[src/rtl/i2c_arb_pkg.sv]
package i2c_arb_pkg;

    typedef enum logic [2:0] {
        ARB_IDLE,
        ARB_WAIT_FREE,
        ARB_LAUNCH,
        ARB_OWNER,
        ARB_LOST
    } arb_state_t;

    typedef enum logic [1:0] {
        PH_IDLE = 2'd0,
        PH_ADDR = 2'd1,
        PH_DATA = 2'd2,
        PH_ACK  = 2'd3
    } xfer_phase_t;

    typedef enum logic [1:0] {
        AM_NONE  = 2'd0,
        AM_OWN_W = 2'd1,
        AM_GCALL = 2'd2,
        AM_OWN_R = 2'd3
    } addr_match_t;

    localparam int STATUS_W = 8;

    localparam logic [STATUS_W-1:0] ST_NO_INFO    = 8'hF8;
    localparam logic [STATUS_W-1:0] ST_START_SENT = 8'h08;
    localparam logic [STATUS_W-1:0] ST_LOST_XFER  = 8'h38;
    localparam logic [STATUS_W-1:0] ST_LOST_OWN_W = 8'h68;
    localparam logic [STATUS_W-1:0] ST_LOST_GCALL = 8'h78;
    localparam logic [STATUS_W-1:0] ST_LOST_OWN_R = 8'hB0;

endpackage

[src/rtl/i2c_line_monitor.sv]
module i2c_line_monitor
    import i2c_arb_pkg::*;
#(
    parameter int SYNC_STAGES = 2
) (
    input  logic clk,
    input  logic rst_n,
    input  logic sda_raw,
    input  logic scl_raw,
    input  logic force_free,
    output logic sda_s,
    output logic scl_rise,
    output logic start_det,
    output logic stop_det,
    output logic busy
);

    localparam int LAST = SYNC_STAGES - 1;

    logic [SYNC_STAGES-1:0] sda_sync;
    logic [SYNC_STAGES-1:0] scl_sync;
    logic                   sda_prev;
    logic                   scl_prev;
    logic                   scl_s;

    // Synchroniser chain plus one edge-reference register; lines idle high.
    always_ff @(posedge clk or negedge rst_n) begin
        if (!rst_n) begin
            sda_sync <= '1;
            scl_sync <= '1;
            sda_prev <= 1'b1;
            scl_prev <= 1'b1;
        end else begin
            sda_sync[0] <= sda_raw;
            scl_sync[0] <= scl_raw;
            for (int i = 1; i < SYNC_STAGES; i++) begin
                sda_sync[i] <= sda_sync[i-1];
                scl_sync[i] <= scl_sync[i-1];
            end
            sda_prev <= sda_sync[LAST];
            scl_prev <= scl_sync[LAST];
        end
    end

    assign sda_s     = sda_sync[LAST];
    assign scl_s     = scl_sync[LAST];
    assign scl_rise  = scl_s & ~scl_prev;
    assign start_det = scl_s & scl_prev & sda_prev & ~sda_s;
    assign stop_det  = scl_s & scl_prev & ~sda_prev & sda_s;

    always_ff @(posedge clk or negedge rst_n) begin
        if (!rst_n) begin
            busy <= 1'b0;
        end else if (force_free) begin
            busy <= 1'b0;
        end else if (start_det) begin
            busy <= 1'b1;
        end else if (stop_det) begin
            busy <= 1'b0;
        end
    end

endmodule

[src/rtl/i2c_arb_lost_det.sv]
module i2c_arb_lost_det
    import i2c_arb_pkg::*;
#(
    parameter bit CHECK_ACK_BIT = 1'b1
) (
    input  logic                owner,
    input  logic                scl_rise,
    input  logic                sda_s,
    input  logic                drive_hi,
    input  xfer_phase_t         phase,
    input  addr_match_t         match,
    output logic                lost,
    output logic [STATUS_W-1:0] lost_code
);

    logic phase_checked;

    generate
        if (CHECK_ACK_BIT) begin : g_with_ack
            assign phase_checked = (phase != PH_IDLE);
        end else begin : g_no_ack
            assign phase_checked = (phase == PH_ADDR) || (phase == PH_DATA);
        end
    endgenerate

    // A released-high bit seen low on the SCL rising edge means another master won.
    assign lost = owner & scl_rise & drive_hi & ~sda_s & phase_checked;

    always_comb begin
        lost_code = ST_LOST_XFER;
        if (phase == PH_ADDR) begin
            unique case (match)
                AM_OWN_W: lost_code = ST_LOST_OWN_W;
                AM_GCALL: lost_code = ST_LOST_GCALL;
                AM_OWN_R: lost_code = ST_LOST_OWN_R;
                AM_NONE:  lost_code = ST_LOST_XFER;
            endcase
        end
    end

endmodule

[src/rtl/i2c_arb_fsm.sv]
module i2c_arb_fsm
    import i2c_arb_pkg::*;
(
    input  logic                clk,
    input  logic                rst_n,
    input  logic                busy,
    input  logic                start_det,
    input  logic                stop_det,
    input  logic                lost,
    input  logic [STATUS_W-1:0] lost_code,
    input  logic                sta,
    input  logic                sto_set,
    input  logic                int_clr,
    output arb_state_t          state,
    output logic                force_free,
    output logic                start_req,
    output logic                stop_req,
    output logic [STATUS_W-1:0] status,
    output logic                irq,
    output logic                sto_flag
);

    arb_state_t state_n;
    logic       not_owner;
    logic       forced;
    logic       ev_launch;
    logic       ev_lost;
    logic       ev_stop;
    logic       ev_drop;

    assign not_owner = (state == ARB_IDLE) || (state == ARB_WAIT_FREE) || (state == ARB_LOST);
    assign forced    = sto_flag & sta & busy & not_owner;
    assign ev_drop   = sto_flag & ~sta & not_owner;
    assign force_free = forced;

    always_comb begin
        state_n   = state;
        ev_launch = 1'b0;
        ev_lost   = 1'b0;
        ev_stop   = 1'b0;
        unique case (state)
            ARB_IDLE: begin
                if (forced) begin
                    state_n = ARB_WAIT_FREE;
                end else if (sta && !busy) begin
                    state_n   = ARB_LAUNCH;
                    ev_launch = 1'b1;
                end else if (sta) begin
                    state_n = ARB_WAIT_FREE;
                end
            end
            ARB_WAIT_FREE: begin
                if (forced) begin
                    state_n = ARB_WAIT_FREE;
                end else if (!sta) begin
                    state_n = ARB_IDLE;
                end else if (!busy) begin
                    state_n   = ARB_LAUNCH;
                    ev_launch = 1'b1;
                end
            end
            ARB_LAUNCH: begin
                if (start_det) begin
                    state_n = ARB_OWNER;
                end
            end
            ARB_OWNER: begin
                if (lost) begin
                    state_n = ARB_LOST;
                    ev_lost = 1'b1;
                end else if (start_det) begin
                    state_n = sta ? ARB_WAIT_FREE : ARB_IDLE;
                end else if (stop_det) begin
                    state_n = ARB_IDLE;
                end else if (sto_flag) begin
                    ev_stop = 1'b1;
                end
            end
            ARB_LOST: begin
                if (forced) begin
                    state_n = ARB_WAIT_FREE;
                end else if (sta && !busy) begin
                    state_n   = ARB_LAUNCH;
                    ev_launch = 1'b1;
                end else if (!sta && !busy) begin
                    state_n = ARB_IDLE;
                end
            end
            default: state_n = ARB_IDLE;
        endcase
    end

    always_ff @(posedge clk or negedge rst_n) begin
        if (!rst_n) begin
            state <= ARB_IDLE;
        end else begin
            state <= state_n;
        end
    end

    always_ff @(posedge clk or negedge rst_n) begin
        if (!rst_n) begin
            start_req <= 1'b0;
            stop_req  <= 1'b0;
            status    <= ST_NO_INFO;
            irq       <= 1'b0;
            sto_flag  <= 1'b0;
        end else begin
            start_req <= ev_launch;
            stop_req  <= ev_stop;
            if (ev_launch) begin
                status <= ST_START_SENT;
            end else if (ev_lost) begin
                status <= lost_code;
            end
            if (ev_launch || ev_lost) begin
                irq <= 1'b1;
            end else if (int_clr) begin
                irq <= 1'b0;
            end
            if (sto_set) begin
                sto_flag <= 1'b1;
            end else if (forced || ev_stop || ev_drop) begin
                sto_flag <= 1'b0;
            end
        end
    end

endmodule

[src/rtl/i2c_bus_arbiter.sv]
module i2c_bus_arbiter
    import i2c_arb_pkg::*;
#(
    parameter int SYNC_STAGES   = 2,
    parameter bit CHECK_ACK_BIT = 1'b1
) (
    input  logic       clk,
    input  logic       rst_n,
    input  logic       sda_in,
    input  logic       scl_in,
    input  logic       sda_drive_hi,
    input  logic [1:0] phase,
    input  logic [1:0] addr_match,
    input  logic       sta,
    input  logic       sto_set,
    input  logic       int_clr,
    output logic       start_req,
    output logic       stop_req,
    output logic [7:0] status,
    output logic       irq,
    output logic       busy,
    output logic       sto_flag,
    output logic       sda_may_drive
);

    arb_state_t          state;
    logic                sda_s;
    logic                scl_rise;
    logic                start_det;
    logic                stop_det;
    logic                force_free;
    logic                lost;
    logic [STATUS_W-1:0] lost_code;

    i2c_line_monitor #(.SYNC_STAGES(SYNC_STAGES)) u_mon (
        .clk        (clk),
        .rst_n      (rst_n),
        .sda_raw    (sda_in),
        .scl_raw    (scl_in),
        .force_free (force_free),
        .sda_s      (sda_s),
        .scl_rise   (scl_rise),
        .start_det  (start_det),
        .stop_det   (stop_det),
        .busy       (busy)
    );

    i2c_arb_lost_det #(.CHECK_ACK_BIT(CHECK_ACK_BIT)) u_lost (
        .owner     (state == ARB_OWNER),
        .scl_rise  (scl_rise),
        .sda_s     (sda_s),
        .drive_hi  (sda_drive_hi),
        .phase     (xfer_phase_t'(phase)),
        .match     (addr_match_t'(addr_match)),
        .lost      (lost),
        .lost_code (lost_code)
    );

    i2c_arb_fsm u_fsm (
        .clk        (clk),
        .rst_n      (rst_n),
        .busy       (busy),
        .start_det  (start_det),
        .stop_det   (stop_det),
        .lost       (lost),
        .lost_code  (lost_code),
        .sta        (sta),
        .sto_set    (sto_set),
        .int_clr    (int_clr),
        .state      (state),
        .force_free (force_free),
        .start_req  (start_req),
        .stop_req   (stop_req),
        .status     (status),
        .irq        (irq),
        .sto_flag   (sto_flag)
    );

    assign sda_may_drive = (state == ARB_LAUNCH) || (state == ARB_OWNER);

endmodule

[config.mk]
export PLATFORM = sky130hd
export DESIGN_NAME = i2c_bus_arbiter
export DESIGN_NICKNAME = d
export VERILOG_FILES = /design/src/rtl/i2c_arb_pkg.sv /design/src/rtl/i2c_line_monitor.sv /design/src/rtl/i2c_arb_lost_det.sv /design/src/rtl/i2c_arb_fsm.sv /design/src/rtl/i2c_bus_arbiter.sv
export SDC_FILE = /design/constraint.sdc
export NUM_CORES = 1
export LEC_CHECK = 0
export ABC_AREA = 1
export BUFFER_PORTS_ARGS = -buffer_cell sky130_fd_sc_hd__buf_2
export CAP_MARGIN = 20
export CELL_PAD_IN_SITES_DETAIL_PLACEMENT = 1
export CELL_PAD_IN_SITES_GLOBAL_PLACEMENT = 2
export CORE_ASPECT_RATIO = 0.6
export CORE_MARGIN = 3
export CORE_UTILIZATION = 30
export CTS_CLUSTER_SIZE = 14
export DETAILED_ROUTE_END_ITERATION = 16
export PLACE_DENSITY = 0.75
export REMOVE_ABC_BUFFERS = 1
export SLEW_MARGIN = 20
export SYNTH_ARGS = -nofsm -noshare
export SYNTH_HDL_FRONTEND = slang
export SYNTH_HIERARCHICAL = 1
export SYNTH_SLANG_ARGS = --single-unit
[constraint.sdc]
create_clock -name clk -period 2.1 [get_ports clk]
set_input_delay 0.105 -clock clk [delete_from_list [all_inputs] [get_ports clk]]
set_output_delay 0.105 -clock clk [all_outputs]
set_load 0.02 [all_outputs]
Word-level counts from Yosys, hierarchy flattened
Index checks and enable logic that the tools add are counted.
{"block": "totals", "wordCells": 101, "regBits": 22}
{"block": "op_classes", "eq_ne": 13, "n_bitwise": 19, "n_reduce_logical": 19, "n_mux": 39}
{"cell": "3-bit two-way mux", "count": 13}
{"cell": "8-bit case mux with 4 select lines", "count": 1}
{"cell": "8-bit two-way mux", "count": 3}
{"cell": "1-bit two-way mux", "count": 20}
{"cell": "1-bit bitwise AND", "count": 15}
{"cell": "3-bit case mux with 5 select lines", "count": 1}
{"cell": "4-bit by 3-bit inequality test with 1-bit output (second input constant)", "count": 3}
{"cell": "2-bit nonzero test", "count": 4}
{"cell": "3-bit by 2-bit == test with 1-bit output (second input constant)", "count": 2}
{"cell": "1-bit logical OR", "count": 6}
{"cell": "5-bit AND reduction", "count": 1}
{"cell": "2-bit by 1-bit == test with 1-bit output (second input constant)", "count": 2}
{"cell": "2-bit == test (second input constant)", "count": 2}
{"cell": "4-bit inequality test (second input constant)", "count": 1}
{"cell": "1-bit inverter", "count": 4}
{"cell": "3-bit by 1-bit == test with 1-bit output (second input constant)", "count": 1}
{"cell": "3-bit == test (second input constant)", "count": 1}
{"cell": "3-bit zero test", "count": 1}
{"cell": "3-bit nonzero test", "count": 1}
{"cell": "1-bit logical AND", "count": 2}
{"cell": "1-bit zero test", "count": 2}
{"cell": "2-bit zero test", "count": 1}
{"cell": "2-bit inequality test (second input constant)", "count": 1}
{"cell": "1-bit case mux with 2 select lines", "count": 1}
{"cell": "2-bit OR reduction", "count": 1}

Longest topological paths before layout
{"block": "logic_depth", "depth_word": 12, "mapped_depth": 11, "depth_no_buf": 11}

Cells and area by module
Netlist, hierarchy kept.
{"mod": "i2c_arb_fsm", "instances": 1, "cells_each": 101, "area_each_um2": 822.0}
{"mod": "i2c_line_monitor", "instances": 1, "cells_each": 19, "area_each_um2": 230.2}
{"mod": "i2c_arb_lost_det", "instances": 1, "cells_each": 25, "area_each_um2": 140.1}
{"mod": "i2c_bus_arbiter", "instances": 1, "cells_each": 4, "area_each_um2": 17.5}

Least setup slack after synthesis
OpenSTA, ideal clock, no wires.
{"block": "synth_timing", "path_type": "flip-flop to flip-flop", "startpoint": "register u_fsm.state[1]", "endpoint": "register u_fsm.status[0]", "stages_incl_launch_ff": 12, "t_arrival_ns": 1.404, "setup_slack_ns": 0.578, "synth_period_minus_slack_ns": 1.522, "path_buffers": 0, "setup_time_ns": 0.118, "cell_sequence": "dfrtp_1 > nand2_1 > nor2_2 > nand2_1 > inv_1 > nand2_1 > nor2_2 > inv_1 > nor2_8 > nor2_4 > a21boi_1 > inv_1"}
{"block": "synth_via", "elab_chain_len": 8, "word_cells_on_any_way": 19, "classes_between": "eq/ne (3); mux (6); bitwise (5); reduce/logical (5)"}
{"item": "start, declared", "line": "i2c_arb_fsm.sv:14", "text": "output arb_state_t state,"}
{"item": "start signal, assigned", "line": "i2c_arb_fsm.sv:97", "text": "state <= state_n;"}
{"item": "3-bit by 2-bit == test with 1-bit output", "line": "i2c_bus_arbiter.sv:49", "text": ".owner (state == ARB_OWNER),"}
{"item": "1-bit bitwise AND (4 in series)", "line": "i2c_arb_lost_det.sv:27", "text": "assign lost = owner & scl_rise & drive_hi & ~sda_s & phase_checked;"}
{"item": "named net lost", "line": "i2c_bus_arbiter.sv:32", "text": "logic lost;"}
{"item": "1-bit two-way mux", "line": "i2c_arb_fsm.sv:68", "text": "if (lost) begin"}
{"item": "1-bit two-way mux", "line": "i2c_arb_fsm.sv:41", "text": "unique case (state)"}
{"item": "2-bit nonzero test (no source line)"}
{"item": "end signal, assigned", "line": "i2c_arb_fsm.sv:114", "text": "status <= lost_code;"}
{"item": "end, declared", "line": "i2c_arb_fsm.sv:18", "text": "output logic [STATUS_W-1:0] status,"}
The timed path passes the listed nets, and every way through them passes these cells.
A chain may end at the register's enable or synchronous reset.

Worst setup path after layout
{"block": "layout_timing", "startpoint": "register u_fsm.state[1]", "endpoint": "register u_fsm.status[1]"}
The elaborated chain is that of the path after synthesis.

==> reports/results.tsv <==
stage	metric	value	unit
status	status	finished clean	
flow_run	max_cap_viol_count	0	
timing	slew_headroom	66.6	%
setup_path	cpPeakStageDelay	0.51	ns
global_routing	grt_pass1_vias	913	
synthesis	yosys.area.top_type	dfstp_2	
setup_path	critical_path_buf_inv_count	3	
final_layout	fillerInstances	468	
synthesis	netlist_area	1210	µm²
final_layout	area_delta_synth_final	20.4	%
final_layout	final_cell_area	1460	µm²
detailed_routing	first_iter_violations	19	
placement	dp_slack	0.359	ns
global_routing	grtUsageTotal	12.6	%
synthesis	synth_edf_count	0	
final_layout	num-nets-final	195	
setup_path	cp.required	2.25	ns
clocking	clock_latency	0.26	ns
clocking	cts_num_sinks	22	
clocking	clock_path_buffers	2	
timing	max_slew.worst_pin.slew	0.500	ns
setup_path	cp_max_fo	10	
clocking	h-tree-depth	1	
synthesis	ys.flop_type	dfstp_2	
setup_path	worst_setup_path_start_kind	flop	
detailed_routing	route.detailed.drc	0	
synthesis	async_flop_share	100	%
synthesis	ys_types	24	
die	die_h	55.2	µm
synthesis	syn_inst	149	
placement	place.gp.congestion	0.802	
synthesis	synthMostInstantiatedCell	nand2_1	
clocking	clkTransAtPathRegs	0.08	ns
timing	setup_tns	0	ns
detailed_routing	dr_total_vias	958	
timing	slew_violations	0	
setup_path	worst_path_dominant_cell_family	simple AND/OR/NAND/NOR gates	
pwr	peakVddDrop	0.275	mV
detailed_routing	routedWlPerCell	11.9	µm
die	rows	17	
die	start_util	32.1	%
global_routing	grtUsageMet3	4.14	%
placement	detailedPlacementHpwl	2.21	mm
global_routing	grt.busiest_layer	met2	
die	coreArea	3760	µm²
detailed_routing	viasPerCell	4.24	
placement	io_buffer_count	25	
final_layout	drive_gt1_share	30.7	%
final_layout	diodes	0	
setup_path	crit_slowest_cell	dfrtp_1	
setup_path	crit_chain	nand2_1 > nor2_2 > nand2_1 > inv_1 > nand2_1 > nor2_2 > inv_1 > nor2_8 > nor2_4 > a21boi_1 > inv_1	
detailed_routing	drt_pre_antenna_iters	4	
synthesis	yosysTopAreaCellShare	23.9	%
timing	setup_ws	0.368	ns
global_routing	overflow	0	
setup_path	worstSetupPathType	reg2reg	
global_routing	grt_pass1_wl	4.47	mm
synthesis	synth-seq-area-share	46.6	%
setup_path	cp.arrival	1.88	ns
global_routing	gr-usage-met1	18.2	%
timing	period_share	82.5	%
clocking	cts_tree	done	
clocking	cts_root_buf	clkbuf_8	
detailed_routing	postRouteAntennaNets	0	
pwr	power.density	960	nW/µm²
timing	rsz0062_at_grt	no	
timing	setup_viol	0	
clocking	cts_resized	0	
timing	max_clock_freq	577	MHz
final_layout	register_area	564	µm²
clocking	numCtsBuffers	3	
die	die_w	88.0	µm
placement	dpl_cell_area	1370	µm²
die	pin_count	26	
synthesis	synth_top_cells_by_area	dfstp_2 (24%), dfrtp_1 (23%), nand2_1 (11%)	
min_path	hp-class	in2reg	
detailed_routing	wl	2.68	mm
die	die_area	4860	µm²
setup_path	end_kind	flop	
pwr	p_leak	0.000847	µW
global_routing	grtUsageMet2	18.3	%
synthesis	synth_area_per_cell	8.12	µm²
synthesis	yosys_warnings	6	
synthesis	synthTopCellsByCount	nand2_1 (36), inv_1 (30), dfrtp_1 (11), dfstp_2 (11), nand3_1 (11)	
timing	hold_viol	0	
synthesis	ys_ff_latch	22	
timing	fin_skew	0.00765	ns
timing	period_minus_slack	1.73	ns
global_routing	antenna_found_initial	0	
global_routing	grt_max_degree	23	
final_layout	multi_input_area	503	µm²
==> placed cells by master, fill, tap and decap left out <==
| cell type | instances |
|---|---|
| nor3_4 | 1 |
| nor2_2 | 5 |
| dlygate4sd3_1 | 3 |
| nor2_1 | 10 |
| nand4_1 | 1 |
| nor3_1 | 1 |
| a31o_1 | 1 |
| nand2_2 | 2 |
| o21ai_0 | 2 |
| inv_1 | 30 |
| ha_1 | 3 |
| o21ai_2 | 1 |
| dfrtp_1 | 11 |
| a21oi_1 | 3 |
| nand3_2 | 2 |
| dfstp_2 | 11 |
| nand2_1 | 36 |
| a21boi_1 | 7 |
| inv_2 | 2 |
| conb_1 | 4 |
| buf_2 | 25 |
| clkbuf_8 | 4 |
| nor2_4 | 1 |
| o21ai_1 | 1 |
| nor2_8 | 1 |
| nand3_1 | 11 |
==> cells by family after synthesis <==
group / synth area share [%]
flip-flops: 46.6
AND/OR/NAND/NOR: 29.0
buffers and inverters: 12.4
other: 0.621
adder cells (fa/ha/maj): 3.10
AO/OA/AOI/OAI: 8.27
==> registers in the layout, indices dropped and copies added, names as in the netlist <==
| register | count |
|---|---|
| u_fsm/irq | 1 |
| u_fsm/start_req | 1 |
| u_fsm/state | 3 |
| u_fsm/status | 8 |
| u_fsm/sto_flag | 1 |
| u_fsm/stop_req | 1 |
| u_mon/busy | 1 |
| u_mon/scl_prev | 1 |
| u_mon/scl_sync | 2 |
| u_mon/sda_prev | 1 |
| u_mon/sda_sync | 2 |
==> layer usage <==
layer,vias to the layer above,wire [µm]
met2,16,1060
met4,0,0
met3,0,107
met1,434,1510
li1,508,-
met5,-,0
==> where the power goes <==
group	switching [µW]	internal (µW)
Combinational	356	175
Clock	135	167
Sequential	72.7	493
Total	563	835
==> cell type report <==
type,instances,share of cell area (%)
tap,47,4.04
timing repair buffer,28,10.7
sequential,22,38.7
clock buffer,4,3.78
inverter,32,8.25
multi-input combinational,93,34.5
==> final timing paths <==
path / startpoint / end / slack [ns] / cells past startpoint
max: u_fsm/state[1]$_DFFE_PN0P_ / u_fsm/status[1]$_DFFE_PN0P_ / 0.37 / 11
min: int_clr / u_fsm/irq$_DFFE_PN0P_ / 0.04 / 2
max reg2reg: u_fsm/state[1]$_DFFE_PN0P_ / u_fsm/status[1]$_DFFE_PN0P_ / 0.37 / 11
min reg2reg: u_mon/sda_sync[0]$_DFF_PN1_ / u_mon/sda_sync[1]$_DFF_PN1_ / 0.36 / 0
max in group asynchronous: rst_n / u_fsm/status[5]$_DFFE_PN1P_ / 1.40 / 2
min in group asynchronous: rst_n / u_fsm/status[0]$_DFFE_PN0P_ / 0.34 / 2
==> repair_timing <==
item / 4_1_cts / 5_1_grt
setup buffers: 0 / 0
endpoints found under the setup margin: 0 / 0
hold buffers: 3 / 0
endpoints found under the hold margin: 13 / 0
==> stage by stage <==
stage / total power [µW] / hold slack, ns / util (%) / instances
5_1_grt: 1520 / 0.0440 / 38.7 / 226
4_1_cts: 1420 / 0.0295 / 38.7 / 226
3_5_place_dp: 1110 / 0.107 / 36.4 / 219
2_1_floorplan: 939 / -0.191 / - / 147
3_3_place_gp: 1090 / 0.0936 / 36.4 / 219
6_report: 1400 / 0.0395 / 38.7 / 226
Note: power is estimated with default switching activity, not from simulation.
